**src/rtl/los_pkg.sv**
```systemverilog
`timescale 1ns/1ps
package los_pkg;

  typedef enum logic [1:0] {
    LM_DS3  = 2'b00,
    LM_E3   = 2'b01,
    LM_STS1 = 2'b10,
    LM_ALT  = 2'b11
  } line_mode_e;

  // Zero-run length that counts as an excessive-zero event for a mode.
  function automatic int unsigned excess_len(input logic [1:0] mode,
                                             input int unsigned short_run,
                                             input int unsigned long_run);
    return (mode == LM_E3) ? long_run : short_run;
  endfunction

  // Next zero-run count: a one clears, a mode switch restarts, else saturating step.
  function automatic int unsigned next_run(input int unsigned cur,
                                           input logic bit_in,
                                           input logic restart,
                                           input int unsigned cap);
    if (bit_in)      return 0;
    if (restart)     return 1;
    if (cur >= cap)  return cap;
    return cur + 1;
  endfunction

  // Next window count, wrapping to zero after the last position.
  function automatic int unsigned next_window(input int unsigned cur,
                                              input int unsigned last);
    return (cur >= last) ? 0 : cur + 1;
  endfunction

endpackage

```
**src/rtl/los_mode_track.sv**
```systemverilog
`timescale 1ns/1ps
module los_mode_track
  import los_pkg::*;
#(
  parameter int unsigned RUN_W  = 8,
  parameter int unsigned DS3_EZ = 3,
  parameter int unsigned E3_EZ  = 4
) (
  input  logic             clk,
  input  logic             rst,
  input  logic             rx_valid,
  input  logic [1:0]       line_mode,
  output logic             mode_chg,
  output logic [RUN_W-1:0] ez_limit
);

  logic [1:0] mode_q;

  // Mode of the last accepted bit; only valid cycles move it.
  always_ff @(posedge clk) begin
    if (rst)           mode_q <= LM_DS3;
    else if (rx_valid) mode_q <= line_mode;
  end

  assign mode_chg = (line_mode != mode_q);
  assign ez_limit = RUN_W'(excess_len(line_mode, DS3_EZ, E3_EZ));

  a_r10_mode_latched: assert property (@(posedge clk) disable iff (rst)
    rx_valid |=> (mode_q == $past(line_mode)));

  a_r9_mode_hold: assert property (@(posedge clk) disable iff (rst)
    !rx_valid |=> $stable(mode_q));

  // only E3 selects the longer limit
  a_r7_limit_sel: assert property (@(posedge clk) disable iff (rst)
    (line_mode != LM_E3) |-> (ez_limit == RUN_W'(DS3_EZ)));

endmodule

```
**src/rtl/los_run_counter.sv**
```systemverilog
`timescale 1ns/1ps
module los_run_counter
  import los_pkg::*;
#(
  parameter int unsigned LOS_THRESH = 175,
  parameter int unsigned RUN_W      = 8
) (
  input  logic             clk,
  input  logic             rst,
  input  logic             rx_valid,
  input  logic             rx_bit,
  input  logic             mode_chg,
  input  logic [RUN_W-1:0] ez_limit,
  output logic             ez_event,
  output logic             thresh_hit
);

  localparam logic [RUN_W-1:0] THR_V = RUN_W'(LOS_THRESH);

  logic [RUN_W-1:0] run_q;
  logic [RUN_W-1:0] run_next;

  assign run_next = RUN_W'(next_run(32'(run_q), rx_bit, mode_chg, LOS_THRESH));

  always_ff @(posedge clk) begin
    if (rst)           run_q <= '0;
    else if (rx_valid) run_q <= run_next;
  end

  assign ez_event   = rx_valid && !rx_bit && (run_next >= ez_limit);
  assign thresh_hit = rx_valid && (run_next == THR_V);

  a_r4_no_overflow: assert property (@(posedge clk) disable iff (rst)
    run_q <= THR_V);

  a_r4_one_clears: assert property (@(posedge clk) disable iff (rst)
    (rx_valid && rx_bit) |=> (run_q == '0));

  a_r10_restart: assert property (@(posedge clk) disable iff (rst)
    (rx_valid && !rx_bit && mode_chg) |=> (run_q == RUN_W'(1)));

  a_r9_run_hold: assert property (@(posedge clk) disable iff (rst)
    !rx_valid |=> $stable(run_q));

endmodule

```
**src/rtl/los_window.sv**
```systemverilog
`timescale 1ns/1ps
module los_window
  import los_pkg::*;
#(
  parameter int unsigned WIN_LEN = 175,
  parameter int unsigned WIN_W   = 8
) (
  input  logic clk,
  input  logic rst,
  input  logic rx_valid,
  input  logic ez_event,
  input  logic thresh_hit,
  output logic loss_q,
  output logic win_done
);

  localparam logic [WIN_W-1:0] LAST_V = WIN_W'(WIN_LEN - 1);

  logic [WIN_W-1:0] win_q;

  assign win_done = loss_q && rx_valid && !ez_event && (win_q == LAST_V);

  always_ff @(posedge clk) begin
    if (rst) begin
      loss_q <= 1'b1;
      win_q  <= '0;
    end else if (rx_valid) begin
      if (!loss_q) begin
        if (thresh_hit) begin
          loss_q <= 1'b1;
          win_q  <= '0;
        end
      end else if (ez_event) begin
        win_q <= '0;
      end else if (win_done) begin
        loss_q <= 1'b0;
        win_q  <= '0;
      end else begin
        win_q <= WIN_W'(next_window(32'(win_q), WIN_LEN - 1));
      end
    end
  end

  a_r8_event_restart: assert property (@(posedge clk) disable iff (rst)
    (loss_q && rx_valid && ez_event) |=> (loss_q && win_q == '0));

  a_r3_declare: assert property (@(posedge clk) disable iff (rst)
    (!loss_q && thresh_hit) |=> loss_q);

  a_r8_idle_window: assert property (@(posedge clk) disable iff (rst)
    !loss_q |-> (win_q == '0));

  a_r9_window_hold: assert property (@(posedge clk) disable iff (rst)
    !rx_valid |=> ($stable(win_q) && $stable(loss_q)));

endmodule

```
**src/rtl/los_detector.sv**
```systemverilog
`timescale 1ns/1ps
module los_detector
  import los_pkg::*;
#(
  parameter int unsigned LOS_THRESH = 175,
  parameter int unsigned WIN_LEN    = 175,
  parameter int unsigned DS3_EZ     = 3,
  parameter int unsigned E3_EZ      = 4
) (
  input  logic       clk,
  input  logic       rst,
  input  logic       rx_bit,
  input  logic       rx_valid,
  input  logic [1:0] line_mode,
  output logic       los_n
);

  localparam int unsigned RUN_W = $clog2(LOS_THRESH + 1);
  localparam int unsigned WIN_W = (WIN_LEN > 1) ? $clog2(WIN_LEN) : 1;

  logic             mode_chg;
  logic [RUN_W-1:0] ez_limit;
  logic             ez_event;
  logic             thresh_hit;
  logic             loss_q;
  logic             win_done;

  los_mode_track #(
    .RUN_W (RUN_W),
    .DS3_EZ(DS3_EZ),
    .E3_EZ (E3_EZ)
  ) u_mode (
    .clk      (clk),
    .rst      (rst),
    .rx_valid (rx_valid),
    .line_mode(line_mode),
    .mode_chg (mode_chg),
    .ez_limit (ez_limit)
  );

  los_run_counter #(
    .LOS_THRESH(LOS_THRESH),
    .RUN_W     (RUN_W)
  ) u_run (
    .clk       (clk),
    .rst       (rst),
    .rx_valid  (rx_valid),
    .rx_bit    (rx_bit),
    .mode_chg  (mode_chg),
    .ez_limit  (ez_limit),
    .ez_event  (ez_event),
    .thresh_hit(thresh_hit)
  );

  los_window #(
    .WIN_LEN(WIN_LEN),
    .WIN_W  (WIN_W)
  ) u_win (
    .clk       (clk),
    .rst       (rst),
    .rx_valid  (rx_valid),
    .ez_event  (ez_event),
    .thresh_hit(thresh_hit),
    .loss_q    (loss_q),
    .win_done  (win_done)
  );

  assign los_n = ~loss_q;

  a_r2_fall_on_threshold: assert property (@(posedge clk) disable iff (rst)
    $fell(los_n) |-> $past(thresh_hit));

  a_r8_rise_on_window: assert property (@(posedge clk) disable iff (rst)
    $rose(los_n) |-> $past(win_done));

  a_r5_event_needs_zero: assert property (@(posedge clk) disable iff (rst)
    ez_event |-> (rx_valid && !rx_bit));

endmodule

```
**config.mk**
```make
export PLATFORM = sky130hd
export DESIGN_NAME = los_detector
export DESIGN_NICKNAME = d
export VERILOG_FILES = /design/src/rtl/los_pkg.sv /design/src/rtl/los_mode_track.sv /design/src/rtl/los_run_counter.sv /design/src/rtl/los_window.sv /design/src/rtl/los_detector.sv
export SDC_FILE = /design/constraint.sdc
export NUM_CORES = 1
export LEC_CHECK = 0
export BUFFER_PORTS_ARGS = -buffer_cell sky130_fd_sc_hd__buf_2
export CORE_MARGIN = 2
export CORE_UTILIZATION = 52
export DETAILED_ROUTE_END_ITERATION = 16
export GPL_TIMING_DRIVEN = 1
export PLACE_DENSITY = 0.71
export SYNTH_ARGS = -nofsm -noshare
export SYNTH_HDL_FRONTEND = slang
export SYNTH_HIERARCHICAL = 1
export SYNTH_SLANG_ARGS = --single-unit
```
**constraint.sdc**
```tcl
create_clock -name clk -period 2.8 [get_ports clk]
set_clock_uncertainty 0.2 [all_clocks]
set_input_delay 0.14 -clock clk [delete_from_list [all_inputs] [get_ports clk]]
set_output_delay 0.14 -clock clk [all_outputs]
set_load 0.005 [all_outputs]
```
Word level (Yosys, flattened, before mapping)
Index checks and enable logic that the tools add are counted.
- $lt $le $gt $ge: 3
- mux-type cells: 21
- $add $sub $neg: 2
- reductions and logical operators: 10
- eq/ne operators: 4
- bitwise operators: 1
- operator list (cell ; count):
    2-to-1 mux 8 bit ; 9
    adder 8 x 1 -> 8 bit (second input constant) ; 2
    == test 8 bit (second input constant) ; 2
    >= comparator 8 bit (second input constant) ; 2
    2-to-1 mux 1 bit ; 11
    >= comparator 8 x 3 -> 1 bit ; 1
    logical AND 1 bit ; 6
    2-to-1 mux 3 bit ; 1
    == test 2 x 1 -> 1 bit (second input constant) ; 1
    zero test 1 bit ; 2
    inequality test 2 bit ; 1
    AND reduction 2 bit ; 1
    nonzero test 2 bit ; 1
    NOT 1 bit ; 1
- bits in registers: 19
- logic and storage cells: 45
- bits of input ports: 6
- output and inout port bits: 1

Depth between registers and ports, before layout
- word-level depth: 16
- mapped depth: 14
- depth with buffers taken out: 13

By module
The synthesis kept the hierarchy.
- by module, submodules not included (module ; area an instance (µm²) ; seq. area each (µm²) ; instances ; cells each):
    los_run_counter ; 874.6 ; 160.2 ; 1 ; 112
    los_window ; 541.8 ; 180.2 ; 1 ; 68
    los_mode_track ; 150.1 ; 40.0 ; 1 ; 18
    los_detector ; 3.8 ; 0.0 ; 1 ; 1

Worst setup path after synthesis
Ideal clock, no wire load.
- path kind: register -> register
- start: register u_run.run_q[0]
- end: register u_win.win_q[3]
- slack: -0.103 ns
- required time: 2.526 ns
- period minus slack after synthesis: 2.903 ns
- arrival: 2.629 ns
- stages on the path, launching flop included: 15
- setup time: 0.074 ns
- path through: dfxtp_1 -> ha_1 -> and3_1 -> buf_4 -> a22o_4 -> nor2_1 -> a21oi_1 -> ha_1 -> a21o_1 -> a211oi_1 -> a31oi_1 -> and3b_1 -> clkbuf_4 -> nand4_1 -> a31oi_1
- cells in the longest elaborated chain, start to end: 15
- elaborated cells between the ends (all ways): 21
- those cells by class: add/sub (1); order compare (2); eq/ne (1); mux (10); reduce/logical (7)
- ends and longest elaborated chain (element ; RTL line ; RTL):
    from (decl) ; los_run_counter.sv:20 ; logic [RUN_W-1:0] run_q;
    from (signal assigned) ; los_run_counter.sv:27 ; else if (rx_valid) run_q <= run_next;
    >= comparator 8 bit ; los_pkg.sv:25 ; if (cur >= cap) return cap;
    2-to-1 mux 1 bit (2 in series) ; los_pkg.sv:25 ;
    2-to-1 mux 1 bit ; los_pkg.sv:24 ; if (restart) return 1;
    2-to-1 mux 8 bit * ; los_pkg.sv:26 ; return cur + 1;
    2-to-1 mux 8 bit * ; los_pkg.sv:25 ;
    2-to-1 mux 8 bit * ; los_pkg.sv:24 ;
    net u_run.run_next[5] ; los_run_counter.sv:21 ; logic [RUN_W-1:0] run_next;
    >= comparator 8 x 3 -> 1 bit * ; los_run_counter.sv:30 ; assign ez_event = rx_valid && !rx_bit && (run_next >= ez_limit);
    logical AND 1 bit * ; los_run_counter.sv:30 ;
    net ez_event ; los_detector.sv:23 ; logic ez_event;
    zero test 1 bit ; los_window.sv:21 ; assign win_done = loss_q && rx_valid && !ez_event && (win_q == LAST_V);
    logical AND 1 bit (2 in series) ; los_window.sv:21 ;
    2-to-1 mux 8 bit ; los_window.sv:35 ; end else if (win_done) begin
    2-to-1 mux 8 bit * ; los_window.sv:33 ; end else if (ez_event) begin
    2-to-1 mux 8 bit * ; los_window.sv:28 ; if (!loss_q) begin
    to (signal assigned) ; los_window.sv:39 ; win_q <= WIN_W'(next_window(32'(win_q), WIN_LEN - 1));
    to (decl) ; los_window.sv:19 ; logic [WIN_W-1:0] win_q;
Mark *: on every way through the listed nets, which the timed path passes. The rest lies on a longest branch. The select of a mux whose other input is x is not followed.
A chain may end at the register's enable or synchronous reset.

Final worst setup path
- start: register u_run.run_q[0]
- end: register u_win.win_q[7]
The elaborated chain is that of the path after synthesis.

==> flow_summary.yaml <==
worst_setup_path:
  crit_required_ns: 2.83
  crit_fanout: 5
  worstSetupPathType: "flip-flop to flip-flop"
  arrival_ns: 2.87
  cp-start-kind: "flip-flop"
  endpoint_kind: "flip-flop"
timing:
  whs_ns: 0.03770
  setup_violations: 6
  hold_viol: 0
  fmax_mhz: 351.7
  tightest_slew_ns: 0.6454
  worst_slack_ns: -0.04353
  slew_headroom_pct: 56.68
  period_share_pct: 101.6
  rsz0062_at_grt: "true"
  fin_crit_ns: 2.844
  fin_setup_tns_ns: -0.1390
  drv_slew: 0
final_layout:
  instances_no_fill: 259
  nets: 246
  final_common_cell: "buf_4"
  final_area_um2: 1909
  mostFrequentLayoutCells: "buf_4 (25), nand2_1 (19), nor2_1 (16)"
  antenna_cells: 0
  finish.utilization_pct: 68.06
  drive_gt1_share_pct: 32.46
  area_growth_pct: 21.59
place:
  io_buffers: 6
  place_congestion: 0.9071
  placed_cell_area_um2: 1689
  hpwl_um: 2593
  placed_cells: 244
  pre_cts_ws_ns: -0.1686
cts:
  clock_path_buffers: 2
  clock_latency_ns: 0.31
  cts_root_buf: "clkbuf_4"
  numCtsBuffers: 3
  clock-sinks: 19
  cts.reportedPaths.clkPinSlew_ns: 0.13
  cts_tree: "done"
  htreeDepth: 1
grt:
  grtUsageTotal_pct: 23.74
  grt_pass1_vias: 1447
  grt_pass1_wl_um: 6382
  grt_max_degree: 21
  grt-ovfl-total: 0
  antenna_found_initial: 0
die:
  row_count: 19
  die_h_um: 58.95
  die_area_um2: 3475
  die_w_um: 58.95
  coreArea_um2: 2805
  num_io_pins: 7
  start_util_pct: 55.98
drt:
  postRouteAntennaNets: 0
  vias: 1546
  viasPerCell: 5.969
  drt_iter0_markers: 71
  drcViolationCount: 0
  firstDrtPassIters: 4
  routedWlPerCell_um: 14.93
  wirelength_um: 3868
yosys:
  synth_edf_count: 0
  synth.distinct_cells: 53
  ys.warnings.count: 6
  ys.flop_type: "dfxtp_1"
  ys_ff_latch: 19
  ys_seq_area_share_pct: 24.22
  syn-cell-area_um2: 1570
  ys_async_sr_fraction_pct: 0
  synthesis.instances: 199
  avgSynthCellArea_um2: 7.891
power_and_ir_drop:
  ir_worst_vdd_mv: 0.2451
  leakage_nw: 0.7456
  pwr_density_cell_nw_per_um2: 275.2
  power.total_uw: 525.5
min_path:
  hp-class: "input pin to flip-flop"
status:
  violations: "setup timing"
  status: "complete, but fails checks"
flow_run:
  cap_violations: 0
[registers in the layout, summed over array words and instances, names as in the netlist]
name,count
u_mode/mode_q,2
u_run/run_q,8
u_win/loss_q,1
u_win/win_q,8
[worst paths after layout]
check,from,to,slack [ns],cells past startpoint
max,u_run/run_q[0],u_win/win_q[7],-0.04,13
min,rst,u_mode/mode_q[1],0.04,2
max reg2reg,u_run/run_q[0],u_win/win_q[7],-0.04,13
min reg2reg,u_win/win_q[0],u_win/win_q[0],0.33,2
[cell families (layout without fill, tap and decap cells)]
| group | after synthesis | in the layout | synth area share (%) |
|---|---|---|---|
| compound gates | 47 | 47 | 21.12 |
| xor+xnor | 6 | 6 | 3.825 |
| fa+ha+maj | 11 | 11 | 8.765 |
| buf+inv | 32 | 56 | 13.23 |
| flops | 19 | 19 | 24.22 |
| mux | 2 | 2 | 1.275 |
| other cells | 1 | 5 | 0.2388 |
| simple gates | 81 | 82 | 27.33 |
[synthesized netlist by cell type, types with 2 or more instances]
cell | count | area (um^2)
a211oi_1 | 3 | 22.52
nand4b_1 | 2 | 17.52
o211ai_1 | 3 | 22.52
a21o_1 | 2 | 15.01
xnor2_1 | 4 | 35.03
buf_6 | 4 | 45.04
nand2b_1 | 2 | 12.51
ha_1 | 11 | 137.6
nand4_1 | 9 | 56.30
inv_1 | 14 | 52.55
nor2b_1 | 2 | 12.51
a31oi_1 | 7 | 43.79
o21ai_1 | 2 | 10.01
o21ai_0 | 5 | 25.02
a21oi_1 | 14 | 70.07
buf_4 | 10 | 75.07
nand3_1 | 9 | 45.04
nor2_1 | 19 | 71.32
nor3_1 | 4 | 20.02
nand2_1 | 20 | 75.07
nand3b_1 | 2 | 15.01
mux2i_1 | 2 | 20.02
dfxtp_1 | 19 | 380.4
[repair_timing]
item                                   4_1_cts  5_1_grt
hold buffers                                 3        0
setup endpoints to repair                    9        9
setup buffers                                6        1
endpoints found under the hold margin        3        0
gates resized for setup                     12       14
gates cloned                                 1        0
pin swaps                                   14        9
[where the power goes]
part	internal (mW)	total, mW	leakage [nW]	switching (mW)
Combinational	0.0447	0.0966	0.572	0.0519
Clock	0.0532	0.147	0.0177	0.0942
Sequential	0.276	0.281	0.156	0.00577
[area by class of cell]
type	instances	area [um^2]
Sequential cell	19	385.4
Clock buffer	3	22.52
Fill cell	224	895.9
Multi-Input combinational cell	153	1106
Tap cell	31	38.79
Timing Repair Buffer	37	281.5
Clock inverter	1	5.005
Inverter	15	70.07
[per-layer routing]
| metal | vias up | GRT usage (%) | share of wire, % |
|---|---|---|---|
| met3 | 6 | 3.516 | 4.1 |
| met4 | 0 | 9.416 | 0.93 |
| met2 | 40 | 36.98 | 46 |
| li1 | 766 | - | - |
| met5 | - | 0 | 0 |
| met1 | 734 | 32.97 | 49 |
[worst max-delay path, cell delays in order (launching register included)]
cell and delay (ns):
dfxtp_2 0.37, buf_4 0.12, nand4_1 0.17, nor3_2 0.22, nor2_2 0.07, a21oi_1 0.13
ha_1 0.27, a21o_1 0.18, a211oi_2 0.24, a31oi_2 0.12, and3b_2 0.31, buf_4 0.14
nand3b_1 0.07, a31oi_1 0.17
No activity file was read; power rests on OpenSTA's default activity.
